### src/rtl/bp_pkg.sv
package bp_pkg;

    typedef struct packed {
        logic dir;   // 1 = predict taken
        logic miss;  // 1 = previous prediction from this entry was wrong
    } bp_entry_t;

    localparam bp_entry_t BP_ENTRY_RESET = '{dir: 1'b0, miss: 1'b0};

    function automatic bp_entry_t bp_entry_next(bp_entry_t cur, logic taken);
        bp_entry_t nxt;
        if (cur.dir == taken) begin
            nxt = '{dir: cur.dir, miss: 1'b0};
        end else if (!cur.miss) begin
            nxt = '{dir: cur.dir, miss: 1'b1};
        end else begin
            nxt = '{dir: ~cur.dir, miss: 1'b0};
        end
        return nxt;
    endfunction

endpackage

### src/rtl/bp_history.sv
module bp_history #(
    parameter int HIST_W = 2
) (
    input  logic              clk,
    input  logic              rst_n,
    input  logic              shift_en,
    input  logic              shift_bit,
    output logic [HIST_W-1:0] hist_o
);
    typedef struct packed {
        logic [HIST_W-1:0] bits;
    } hist_state_t;

    hist_state_t state_d, state_q;

    generate
        if (HIST_W == 1) begin : g_single
            always_comb begin
                state_d = state_q;
                if (shift_en) state_d.bits = shift_bit;
            end
        end else begin : g_multi
            always_comb begin
                state_d = state_q;
                if (shift_en) state_d.bits = {state_q.bits[HIST_W-2:0], shift_bit};
            end
        end
    endgenerate

    always_ff @(posedge clk) begin
        if (!rst_n) state_q <= '0;
        else        state_q <= state_d;
    end

    assign hist_o = state_q.bits;


    hist_shift_in_chk: assert property (@(posedge clk) disable iff (!rst_n)
        shift_en |=> hist_o[0] == $past(shift_bit));


    hist_hold_chk: assert property (@(posedge clk) disable iff (!rst_n)
        !shift_en |=> $stable(hist_o));

endmodule

### src/rtl/bp_index.sv
module bp_index #(
    parameter int PC_W     = 32,
    parameter int PC_IDX_W = 4,
    parameter int HIST_W   = 2,
    localparam int IDX_W   = PC_IDX_W + HIST_W
) (
    input  logic [PC_W-1:0]   pc,
    input  logic [HIST_W-1:0] hist,
    output logic [IDX_W-1:0]  idx
);
    // Word-aligned fetch: bits 1:0 carry no information.
    localparam int PC_LSB = 2;

    always_comb begin
        idx = {hist, pc[PC_LSB +: PC_IDX_W]};
    end

endmodule

### src/rtl/bp_table.sv
module bp_table
    import bp_pkg::*;
#(
    parameter int IDX_W = 6,
    localparam int DEPTH = 1 << IDX_W
) (
    input  logic             clk,
    input  logic             rst_n,
    input  logic [IDX_W-1:0] rd_idx,
    output logic             rd_dir,
    input  logic             wr_en,
    input  logic [IDX_W-1:0] wr_idx,
    input  logic             wr_taken
);
    typedef struct packed {
        bp_entry_t [DEPTH-1:0] ent;
    } table_state_t;

    table_state_t tab_d, tab_q;

    always_comb begin
        tab_d = tab_q;
        if (wr_en) tab_d.ent[wr_idx] = bp_entry_next(tab_q.ent[wr_idx], wr_taken);
    end

    always_ff @(posedge clk) begin
        if (!rst_n) tab_q <= {DEPTH{BP_ENTRY_RESET}};
        else        tab_q <= tab_d;
    end

    assign rd_dir = tab_q.ent[rd_idx].dir;


    no_flip_after_right_chk: assert property (@(posedge clk) disable iff (!rst_n)
        (wr_en && !tab_q.ent[wr_idx].miss)
        |=> tab_q.ent[$past(wr_idx)].dir == $past(tab_q.ent[wr_idx].dir));


    right_clears_miss_chk: assert property (@(posedge clk) disable iff (!rst_n)
        (wr_en && tab_q.ent[wr_idx].dir == wr_taken)
        |=> !tab_q.ent[$past(wr_idx)].miss);


    second_miss_flips_chk: assert property (@(posedge clk) disable iff (!rst_n)
        (wr_en && tab_q.ent[wr_idx].miss && tab_q.ent[wr_idx].dir != wr_taken)
        |=> tab_q.ent[$past(wr_idx)].dir == wr_taken_q);

    logic wr_taken_q;
    always_ff @(posedge clk) wr_taken_q <= wr_taken;


    table_hold_chk: assert property (@(posedge clk) disable iff (!rst_n)
        !wr_en |=> $stable(tab_q));

endmodule

### src/rtl/branch_dir_predictor.sv
module branch_dir_predictor #(
    parameter int PC_W     = 32,
    parameter int PC_IDX_W = 4,
    parameter int HIST_W   = 2,
    localparam int IDX_W   = PC_IDX_W + HIST_W
) (
    input  logic             clk,
    input  logic             rst_n,
    input  logic [PC_W-1:0]  fetch_pc,
    output logic             pred_taken,
    output logic [IDX_W-1:0] pred_index,
    input  logic             upd_valid,
    input  logic [IDX_W-1:0] upd_index,
    input  logic             upd_taken
);
    logic [HIST_W-1:0] hist;
    logic [IDX_W-1:0]  idx;

    bp_history #(.HIST_W(HIST_W)) u_hist (
        .clk       (clk),
        .rst_n     (rst_n),
        .shift_en  (upd_valid),
        .shift_bit (upd_taken),
        .hist_o    (hist)
    );

    bp_index #(.PC_W(PC_W), .PC_IDX_W(PC_IDX_W), .HIST_W(HIST_W)) u_index (
        .pc   (fetch_pc),
        .hist (hist),
        .idx  (idx)
    );

    bp_table #(.IDX_W(IDX_W)) u_table (
        .clk      (clk),
        .rst_n    (rst_n),
        .rd_idx   (idx),
        .rd_dir   (pred_taken),
        .wr_en    (upd_valid),
        .wr_idx   (upd_index),
        .wr_taken (upd_taken)
    );

    assign pred_index = idx;


    steady_pred_chk: assert property (@(posedge clk) disable iff (!rst_n)
        (!upd_valid ##1 $stable(fetch_pc)) |-> $stable(pred_taken));


    index_set_chk: assert property (@(posedge clk) disable iff (!rst_n)
        (!upd_valid ##1 $stable(fetch_pc)) |-> $stable(pred_index));

endmodule

### config.mk
export PLATFORM = sky130hd
export DESIGN_NAME = branch_dir_predictor
export DESIGN_NICKNAME = d
export VERILOG_FILES = /design/src/rtl/bp_pkg.sv /design/src/rtl/bp_history.sv /design/src/rtl/bp_index.sv /design/src/rtl/bp_table.sv /design/src/rtl/branch_dir_predictor.sv
export SDC_FILE = /design/constraint.sdc
export NUM_CORES = 1
export LEC_CHECK = 0
export ABC_AREA = 1
export BUFFER_PORTS_ARGS = -buffer_cell sky130_fd_sc_hd__buf_4
export CAP_MARGIN = 20
export CELL_PAD_IN_SITES_DETAIL_PLACEMENT = 0
export CELL_PAD_IN_SITES_GLOBAL_PLACEMENT = 1
export CORE_MARGIN = 3
export CORE_UTILIZATION = 39
export CTS_CLUSTER_DIAMETER = 60
export DETAILED_ROUTE_END_ITERATION = 10
export PLACE_DENSITY = 0.84
export SLEW_MARGIN = 20
export SYNTH_ARGS = -nofsm -noshare
export SYNTH_HDL_FRONTEND = slang
export SYNTH_SLANG_ARGS = --single-unit
### constraint.sdc
create_clock -name clk -period 2.4 [get_ports clk]
set_input_delay 0.24 -clock clk [delete_from_list [all_inputs] [get_ports clk]]
set_output_delay 0.24 -clock clk [all_outputs]
set_load 0.03 [all_outputs]
==> impl_metrics.ini, run 1 <==
[pwr]
power.leakage_nw = 3.97
p_sw_frac = 0.254
clock_power_share = 0.488
p_int_mw = 4.06
switchingPower_mw = 1.38
power.density_nw_per_um2 = 648
pwr-share-seq = 0.403
comb_power_share = 0.109
peakVddDrop_v = 0.000479

[critical_path]
required_ps = 2160
cp_cell_sequence = inv_1, a21oi_1, o21ai_0, o21ai_0, o21ai_0, o21ai_0, o211ai_1, nand2_1, buf_4
crit_arrival_ps = 2010
slowest_delay_ps = 330
cp-start-kind = register
crit_top_cell = o21ai_0
end_kind = output pin
critPathKind = register to output pin
cpMaxStageDelayCell = o21ai_0
cp_max_fo = 2

[yosys]
ys_seq_elements = 130
syn_area_per_cell_sq_um = 6.01
synth_fa_ha_area_frac = 0
yosysWarnings = 0
synthMuxAreaShare = 0
syn-num-nets = 1260
synth_top_family_by_area = simple AND/OR/NAND/NOR gates
synth_compound_area_frac = 0.150
synthXorXnorAreaFrac = 0
synthSimpleGateAreaFrac = 0.378
synth_area_sq_um = 7320
ys_seq_area_frac = 0.356
yosysUniqueCellTypes = 24
synthCells = 1218

[die]
die_w_microns = 143
initial_utilization = 0.402
core.rowCount = 49
coreArea_sq_um = 18200
ios = 49
die_height_microns = 143
die_area_sq_um = 20400

[placed_design]
dp_cells = 1441
placedInstanceArea_sq_um = 7800
place.gp.congestion = 0.927
io_buffers = 20
hpwlAfterDp_mm = 15.6

[clocking]
cts_tree = done
h-tree-depth = 4
numCtsBuffers = 17
cts.sinks = 130
clkTransAtPathRegs_ps = 60
insertion_delay_ps = 430
holdBufCountCts = 0
cts_resized = 0
cts_root_buffer = clkbuf_16
cts_max_path_buffers = 2
post_cts_buffers = 0

[layout]
antennaDiodeCount = 0
fin_nets = 1273
drive_gt1_frac = 0.0869
layout.cells.non_filler = 1472
area_growth_pct = 14.6
final_cell_area_sq_um = 8390

[sta]
fin_tns_setup_ps = 0
min_period_ps = 2250
finalSetupViolCount = 0
clock_skew_ps = 10.7
tightest_slew_ps = 673
hold_viol_final = 0
rsz0062_at_grt = false
fmaxAchievable_mhz = 444
drv_slew = 0
max-slew-margin-rel = 0.551
finalCritPeriodShare = 0.939

[drt]
routed_via_density = 5.20
drc = 0
postRouteAntennaNets = 0
routed_wl_mm = 24.5
wl_per_cell_microns = 16.6
vias = 7658
drt_first_iter_violations = 799
dr.pass1.iters = 8

[status]
status = finished clean

[grt]
antenna_found_initial = 0
grt_max_degree = 46
grt_pass1_vias = 7035
grt_overflow = 0
grt_usage = 0.244
grt_pass1_wl_mm = 38.5

[min_path]
min_path_type = input port to register

[run]
cap_violations = 0
metal layers:
layer  global-route usage  part of all wire  vias up
met3               0.0516             0.069       44
met5                    0                 0        -
li1                     -                 -     3880
met4               0.0855             0.027        0
met2                0.391              0.45      282
met1                0.327              0.45     3452
per-stage QoR:
stage	utilization	worst slack, ps	power, mW	hold slack [ps]
floorplan	-	562	2.59	393
global placement	0.429	184	2.82	512
detailed placement	0.429	166	2.82	523
CTS	0.461	206	5.47	81.1
global route	0.461	117	5.59	89.6
finish	0.461	147	5.43	87.4
placed cells by master, fill, tap and decap left out, types with 2 or more instances in the layout:
master,synthesis,final
nand3_1,101,101
a21oi_1,69,69
bufinv_16,0,3
o32ai_1,2,2
dfxtp_1,130,130
buf_12,0,8
clkbuf_8,0,3
o211ai_1,11,11
nand2_1,312,312
clkinv_2,0,2
nor2_1,248,248
inv_1,123,123
clkbuf_1,24,6
nor3_1,10,10
o21ai_0,110,110
nand2_2,2,2
clkbuf_16,0,17
buf_4,21,54
inv_2,6,6
a21oi_2,10,10
nand4_1,10,10
logic make-up (layout without fill, tap and decap cells):
| group | after synthesis | count (layout) |
|---|---|---|
| buffers and inverters | 197 | 222 |
| flip-flops | 130 | 130 |
| AO/OA/AOI/OAI | 204 | 204 |
| AND/OR/NAND/NOR | 687 | 687 |
area by class of cell:
| class | count | area (sq um) |
|---|---|---|
| flip-flops and latches | 130 | 2600 |
| inverters | 129 | 484 |
| fillers | 1936 | 9820 |
| multi-input cells | 891 | 3860 |
| well taps | 229 | 287 |
| repair buffers | 62 | 566 |
| clock buffers | 26 | 489 |
| clock inverters | 5 | 100 |
cells in the mapped netlist, drive strengths merged:
library cell	number	area share
nand2	314	0.16
nor2	250	0.13
nand3	102	0.070
or2	1	0.00086
a21oi	79	0.059
nand4	10	0.0085
inv	129	0.066
a221oi	1	0.0012
o21ai	111	0.076
nor3	10	0.0068
o32ai	2	0.0024
o211ai	11	0.011
buf	44	0.038
clkbuf	24	0.012
dfxtp	130	0.36
power by group through the flow:
stage / sequential [mW] / clock (mW) / combinational, mW
floorplan: 2.24 / 0 / 0.352
global placement: 2.24 / 0 / 0.581
detailed placement: 2.24 / 0 / 0.584
CTS: 2.19 / 2.69 / 0.587
global route: 2.19 / 2.77 / 0.635
finish: 2.19 / 2.65 / 0.593
state kept, by name, summed over array words and instances (netlist names):
register,cells
u_hist.hist_o,2
u_table.tab_q,128
final timing paths:
kind                     start                end  slack (ps)  depth (start not counted)
max          u_table.tab_q[43]         pred_taken         150                          9
min                  upd_valid   u_hist.hist_o[0]          90                          2
max reg2reg  u_table.tab_q[85]  u_table.tab_q[42]         490                         11
min reg2reg  u_table.tab_q[48]  u_table.tab_q[48]         540                          2
critical path: cells and delay by family, from the launching register on:
family | cells | cell delay [ps]
AO/OA/AOI/OAI | 6 | 910
buffers and inverters | 2 | 230
flip-flops | 1 | 320
AND/OR/NAND/NOR | 1 | 130
Note: power is estimated with default switching activity, not from simulation.
==> inputs of run 2 (changes only) <==
==> constraint.sdc (replaced) <==
create_clock -name clk -period 2.5 [get_ports clk]
set_input_delay 0.25 -clock clk [delete_from_list [all_inputs] [get_ports clk]]
set_output_delay 0.25 -clock clk [all_outputs]
set_load 0.03 [all_outputs]
==> impl_metrics.ini, run 2 (synthesized netlist as in run 1, its figures left out) <==
[sta]
finalSetupViolCount = 0
tightest_slew_ps = 634
max-slew-margin-rel = 0.577
hold_slack_ps = 107
finalCritPeriodShare = 0.881
hold_viol_final = 0
fin_tns_setup_ps = 0
rsz0062_at_grt = false
clock_skew_ps = 8.21
fmaxAchievable_mhz = 454
drv_slew = 0
min_period_ps = 2200

[grt]
grtUsageMet3 = 0.0499
grt_usage = 0.244
grt_util_met1 = 0.336
antenna_found_initial = 0
grt.met2_usage = 0.387
grt_pass1_vias = 7082
grt_overflow = 0
grt_pass1_wl_mm = 38.8
grt-busiest-layer = met2
grt_max_degree = 46

[layout]
final_cell_area_sq_um = 8260
largest-register = u_table.tab_q
fillCellCount = 1891
fin_nets = 1262
finish.utilization = 0.454
drive_gt1_frac = 0.0795
area_growth_pct = 12.9
mostFrequentLayoutCells = nand2_1, nor2_1, dfxtp_1
antennaDiodeCount = 0
final_common_cell = nand2_1
layout.cells.non_filler = 1461
largest_register_ffs = 128

[critical_path]
cp_top_family = compound AO/OA/AOI/OAI gates
critPathKind = register to output pin
required_ps = 2250
cp-start-kind = register
crit_arrival_ps = 1950
cp_cell_sequence = o21ai_0, o21ai_0, nor2_1, o211ai_1, nand3_1, nand2_1, buf_4
cp_max_fo = 3
slowest_delay_ps = 360
cpMaxStageDelayCell = dfxtp_1
crit_buf_inv = 1
crit_top_cell = o21ai_0
end_kind = output pin

[run]
cap_violations = 0

[drt]
vias = 7706
dr.pass1.iters = 5
wl_per_cell_microns = 16.7
postRouteAntennaNets = 0
routed_wl_mm = 24.4
routed_via_density = 5.27
drc = 0
drt_first_iter_violations = 880

[pwr]
power.density_nw_per_um2 = 607
power.leakage_nw = 3.90
pwr-share-seq = 0.419
switchingPower_mw = 1.34
comb_power_share = 0.110
p_int_mw = 3.67
clock_power_share = 0.471
peakVddDrop_v = 0.000479
p_sw_frac = 0.267

[placed_design]
place.gp.congestion = 0.887
dp_cells = 1430
io_buffers = 20
placedInstanceArea_sq_um = 7720
hpwlAfterDp_mm = 15.4

[clocking]
cts_tree = done
cts_resized = 0
cts_root_buffer = clkbuf_16
holdBufCountCts = 0
clkTransAtPathRegs_ps = 50
insertion_delay_ps = 420
cts_max_path_buffers = 2
cts.sinks = 130
h-tree-depth = 4
numCtsBuffers = 17
post_cts_buffers = 0

[die]
initial_utilization = 0.402
die_area_sq_um = 20400
die_height_microns = 143
die_w_microns = 143
ios = 49
coreArea_sq_um = 18200
core.rowCount = 49

[min_path]
min_path_type = input port to register

[status]
status = finished clean
-- run 2: worst paths after layout --
check	start	end	slack, ps	cells past startpoint
setup / recovery	u_table.tab_q[93]	pred_taken	300	7
hold / removal	upd_valid	u_hist.hist_o[0]	110	2
setup reg to reg	u_table.tab_q[85]	u_table.tab_q[23]	590	12
hold reg to reg	u_table.tab_q[64]	u_table.tab_q[64]	530	2
-- run 2: per-stage QoR --
step	power (mW)	setup WS (ps)
2_1_floorplan	2.48	652
3_3_place_gp	2.69	152
3_5_place_dp	2.69	122
4_1_cts	5.03	348
5_1_grt	5.17	145
6_report	5.01	298
-- run 2: final cells by class --
type / count / area, sq um / area share
clock buffer: 25 / 485 / 0.0588
clock inverter: 6 / 55.1 / 0.00666
inverter: 129 / 484 / 0.0586
multi-input combinational: 891 / 3860 / 0.468
sequential: 130 / 2600 / 0.315
tap: 229 / 287 / 0.0347
timing repair buffer: 51 / 483 / 0.0585
-- run 2: power groups by stage --
| stage | clock, mW | combinational (mW) | sequential, mW |
|---|---|---|---|
| 2_1_floorplan | 0 | 0.338 | 2.15 |
| 3_3_place_gp | 0 | 0.543 | 2.15 |
| 3_5_place_dp | 0 | 0.545 | 2.15 |
| 4_1_cts | 2.39 | 0.546 | 2.10 |
| 5_1_grt | 2.47 | 0.596 | 2.10 |
| 6_report | 2.36 | 0.552 | 2.10 |
-- run 2: metal layers --
layer  vias to the layer above  wire length, microns
met5                         -                     0
met4                         0                   491
met3                        36                  2030
met2                       336                 11100
met1                      3484                 10800
li1                       3850                     -
-- run 2: worst reg2reg max path, delay by kind of cell (launching register included) --
family / cells / cell delay (ps)
compound gates: 1 / 200
buf+inv: 2 / 310
flops: 1 / 320
simple gates: 9 / 1000
==> inputs of run 3 (changes only) <==
--- a/config.mk
+++ b/config.mk
@@ -6,7 +6,7 @@
 export NUM_CORES = 1
 export LEC_CHECK = 0
 export ABC_AREA = 1
-export BUFFER_PORTS_ARGS = -buffer_cell sky130_fd_sc_hd__buf_4
+export BUFFER_PORTS_ARGS = -buffer_cell sky130_fd_sc_hd__clkbuf_2
 export CAP_MARGIN = 20
 export CELL_PAD_IN_SITES_DETAIL_PLACEMENT = 0
 export CELL_PAD_IN_SITES_GLOBAL_PLACEMENT = 1
==> impl_metrics.ini, run 3 (synthesized netlist as in run 1, its figures left out) <==
[drt]
met2_wirelength_mm = 10.8
drc = 0
drt-met1-wl_mm = 11.0
wl_per_cell_microns = 16.1
drt_first_iter_violations = 687
routed.top_layer = met4
dr.pass1.iters = 5
met3_length_mm = 1.57
postRouteAntennaNets = 0
routed_wl_mm = 23.6
vias = 7600
routed_via_density = 5.19

[sta]
hold_viol_final = 0
finalSetupViolCount = 0
min_period_ps = 2190
tightest_slew_ps = 642
finalCritPeriodShare = 0.875
rsz0062_at_grt = false
fmaxAchievable_mhz = 457
clock_skew_ps = 7.01
drv_slew = 0
max-slew-margin-rel = 0.572
fin_tns_setup_ps = 0

[layout]
area_growth_pct = 13.7
mostFrequentLayoutCells = nand2_1, nor2_1, dfxtp_1
fillCellCount = 1895
largest_register_ffs = 128
final_cell_area_sq_um = 8320
largest-register = u_table.tab_q
final_common_cell = nand2_1
fin_nets = 1266
antennaDiodeCount = 0
drive_gt1_frac = 0.0841

[critical_path]
required_ps = 2250
crit_start = u_table.tab_q[43]
end_kind = output pin
r2r-end = u_table.tab_q[51]
cp-start-kind = register
cp_max_fo = 2
ff2ff_path_depth = 12
crit_arrival_ps = 1940
rrSetupSlack_ps = 610
rr_startpoint = u_table.tab_q[85]
critPathKind = register to output pin

[pwr]
power.leakage_nw = 3.93
power.density_nw_per_um2 = 625
peakVddDrop_v = 0.000429

[die]
core.rowCount = 49
initial_utilization = 0.402
die_w_microns = 143
coreArea_sq_um = 18200
die_area_sq_um = 20400
die_height_microns = 143
ios = 49

[grt]
grt_pass1_wl_mm = 37.7
grt_pass1_vias = 6804
grt_overflow = 0
antenna_found_initial = 0
grt_max_degree = 67
grt_usage = 0.237

[clocking]
cts_tree = done
cts_root_buffer = clkbuf_16
cts_max_path_buffers = 2
numCtsBuffers = 17
h-tree-depth = 4
insertion_delay_ps = 420
holdBufCountCts = 0
cts.sinks = 130
clkTransAtPathRegs_ps = 50
post_cts_buffers = 0

[placed_design]
place.gp.congestion = 0.962
io_buffers = 20
placedInstanceArea_sq_um = 7720
hpwlAfterDp_mm = 15.2

[run]
cap_violations = 0

[min_path]
min_path_type = input port to register
hold_depth = 3
min_from = upd_taken
hold_end = u_hist.hist_o[0]

[status]
status = finished clean
## run 3: cell types whose count changed in the layout (fill, tap and decap cells not counted)
cell	change
clkbuf_2	+20
buf_4	-18
clkinv_2	-3
clkinvlp_4	+3
buf_12	+2
bufinv_16	+2
clkbuf_1	-2
clkbuf_8	-1
clkinv_4	+1
o21ai_0	-1
o21ai_1	+1
## run 3: timing repair
| item | 4_1_cts | 5_1_grt |
|---|---|---|
| hold endpoints to repair | 0 | 0 |
| gates resized for setup | 0 | 1 |
| endpoints found under the setup margin | 0 | 1 |
## run 3: how the worst max path moves through the flow
stage	end	slack [ps]	cells past startpoint
floorplan	u_table.tab_q[18]	650	13
global placement	u_table.tab_q[47]	190	17
detailed placement	u_table.tab_q[13]	200	15
CTS	pred_taken	280	9
global route	pred_taken	100	9
finish	pred_taken	310	9
## run 3: power breakdown
group / switching (mW) / total (mW) / internal [mW]
sequential: 0.0124 / 2.10 / 2.09
clock: 0.941 / 2.55 / 1.61
combinational: 0.393 / 0.542 / 0.149
total: 1.35 / 5.20 / 3.85
## run 3: critical path, stage by stage (launching register included)
cell and delay [ps]:
dfxtp_1 330, inv_1 80, a21oi_1 130, o21ai_0 100
o21ai_0 100, o21ai_0 110, o21ai_1 210, o211ai_1 120
nand2_1 130, clkbuf_2 220
## run 3: metrics by stage
| stage | power [mW] | hold slack [ps] | cells | setup WS (ps) | util |
|---|---|---|---|---|---|
| CTS | 5.21 | 147 | 1465 | 279 | 0.457 |
| global route | 5.36 | 172 | 1465 | 99.4 | 0.457 |
| global placement | 2.68 | 521 | 1434 | 194 | 0.424 |
| detailed placement | 2.68 | 525 | 1434 | 201 | 0.424 |
| finish | 5.20 | 163 | 1465 | 313 | 0.457 |
| floorplan | 2.48 | 403 | 1218 | 652 | - |
## run 3: cell type report
class | count | area [sq um] | share of cell area
Multi-Input combinational cell | 891 | 3860 | 0.464
Sequential cell | 130 | 2600 | 0.313
Timing Repair Buffer | 55 | 488 | 0.0586
Inverter | 129 | 484 | 0.0582
Clock buffer | 22 | 464 | 0.0558
Tap cell | 229 | 287 | 0.0344
Clock inverter | 9 | 131 | 0.0158
## run 3: metal layers
metal / vias to the layer above / track usage
li1: 3861 / -
met1: 3482 / 0.331
met2: 227 / 0.375
met3: 30 / 0.0502
met4: 0 / 0.0570
met5: - / 0
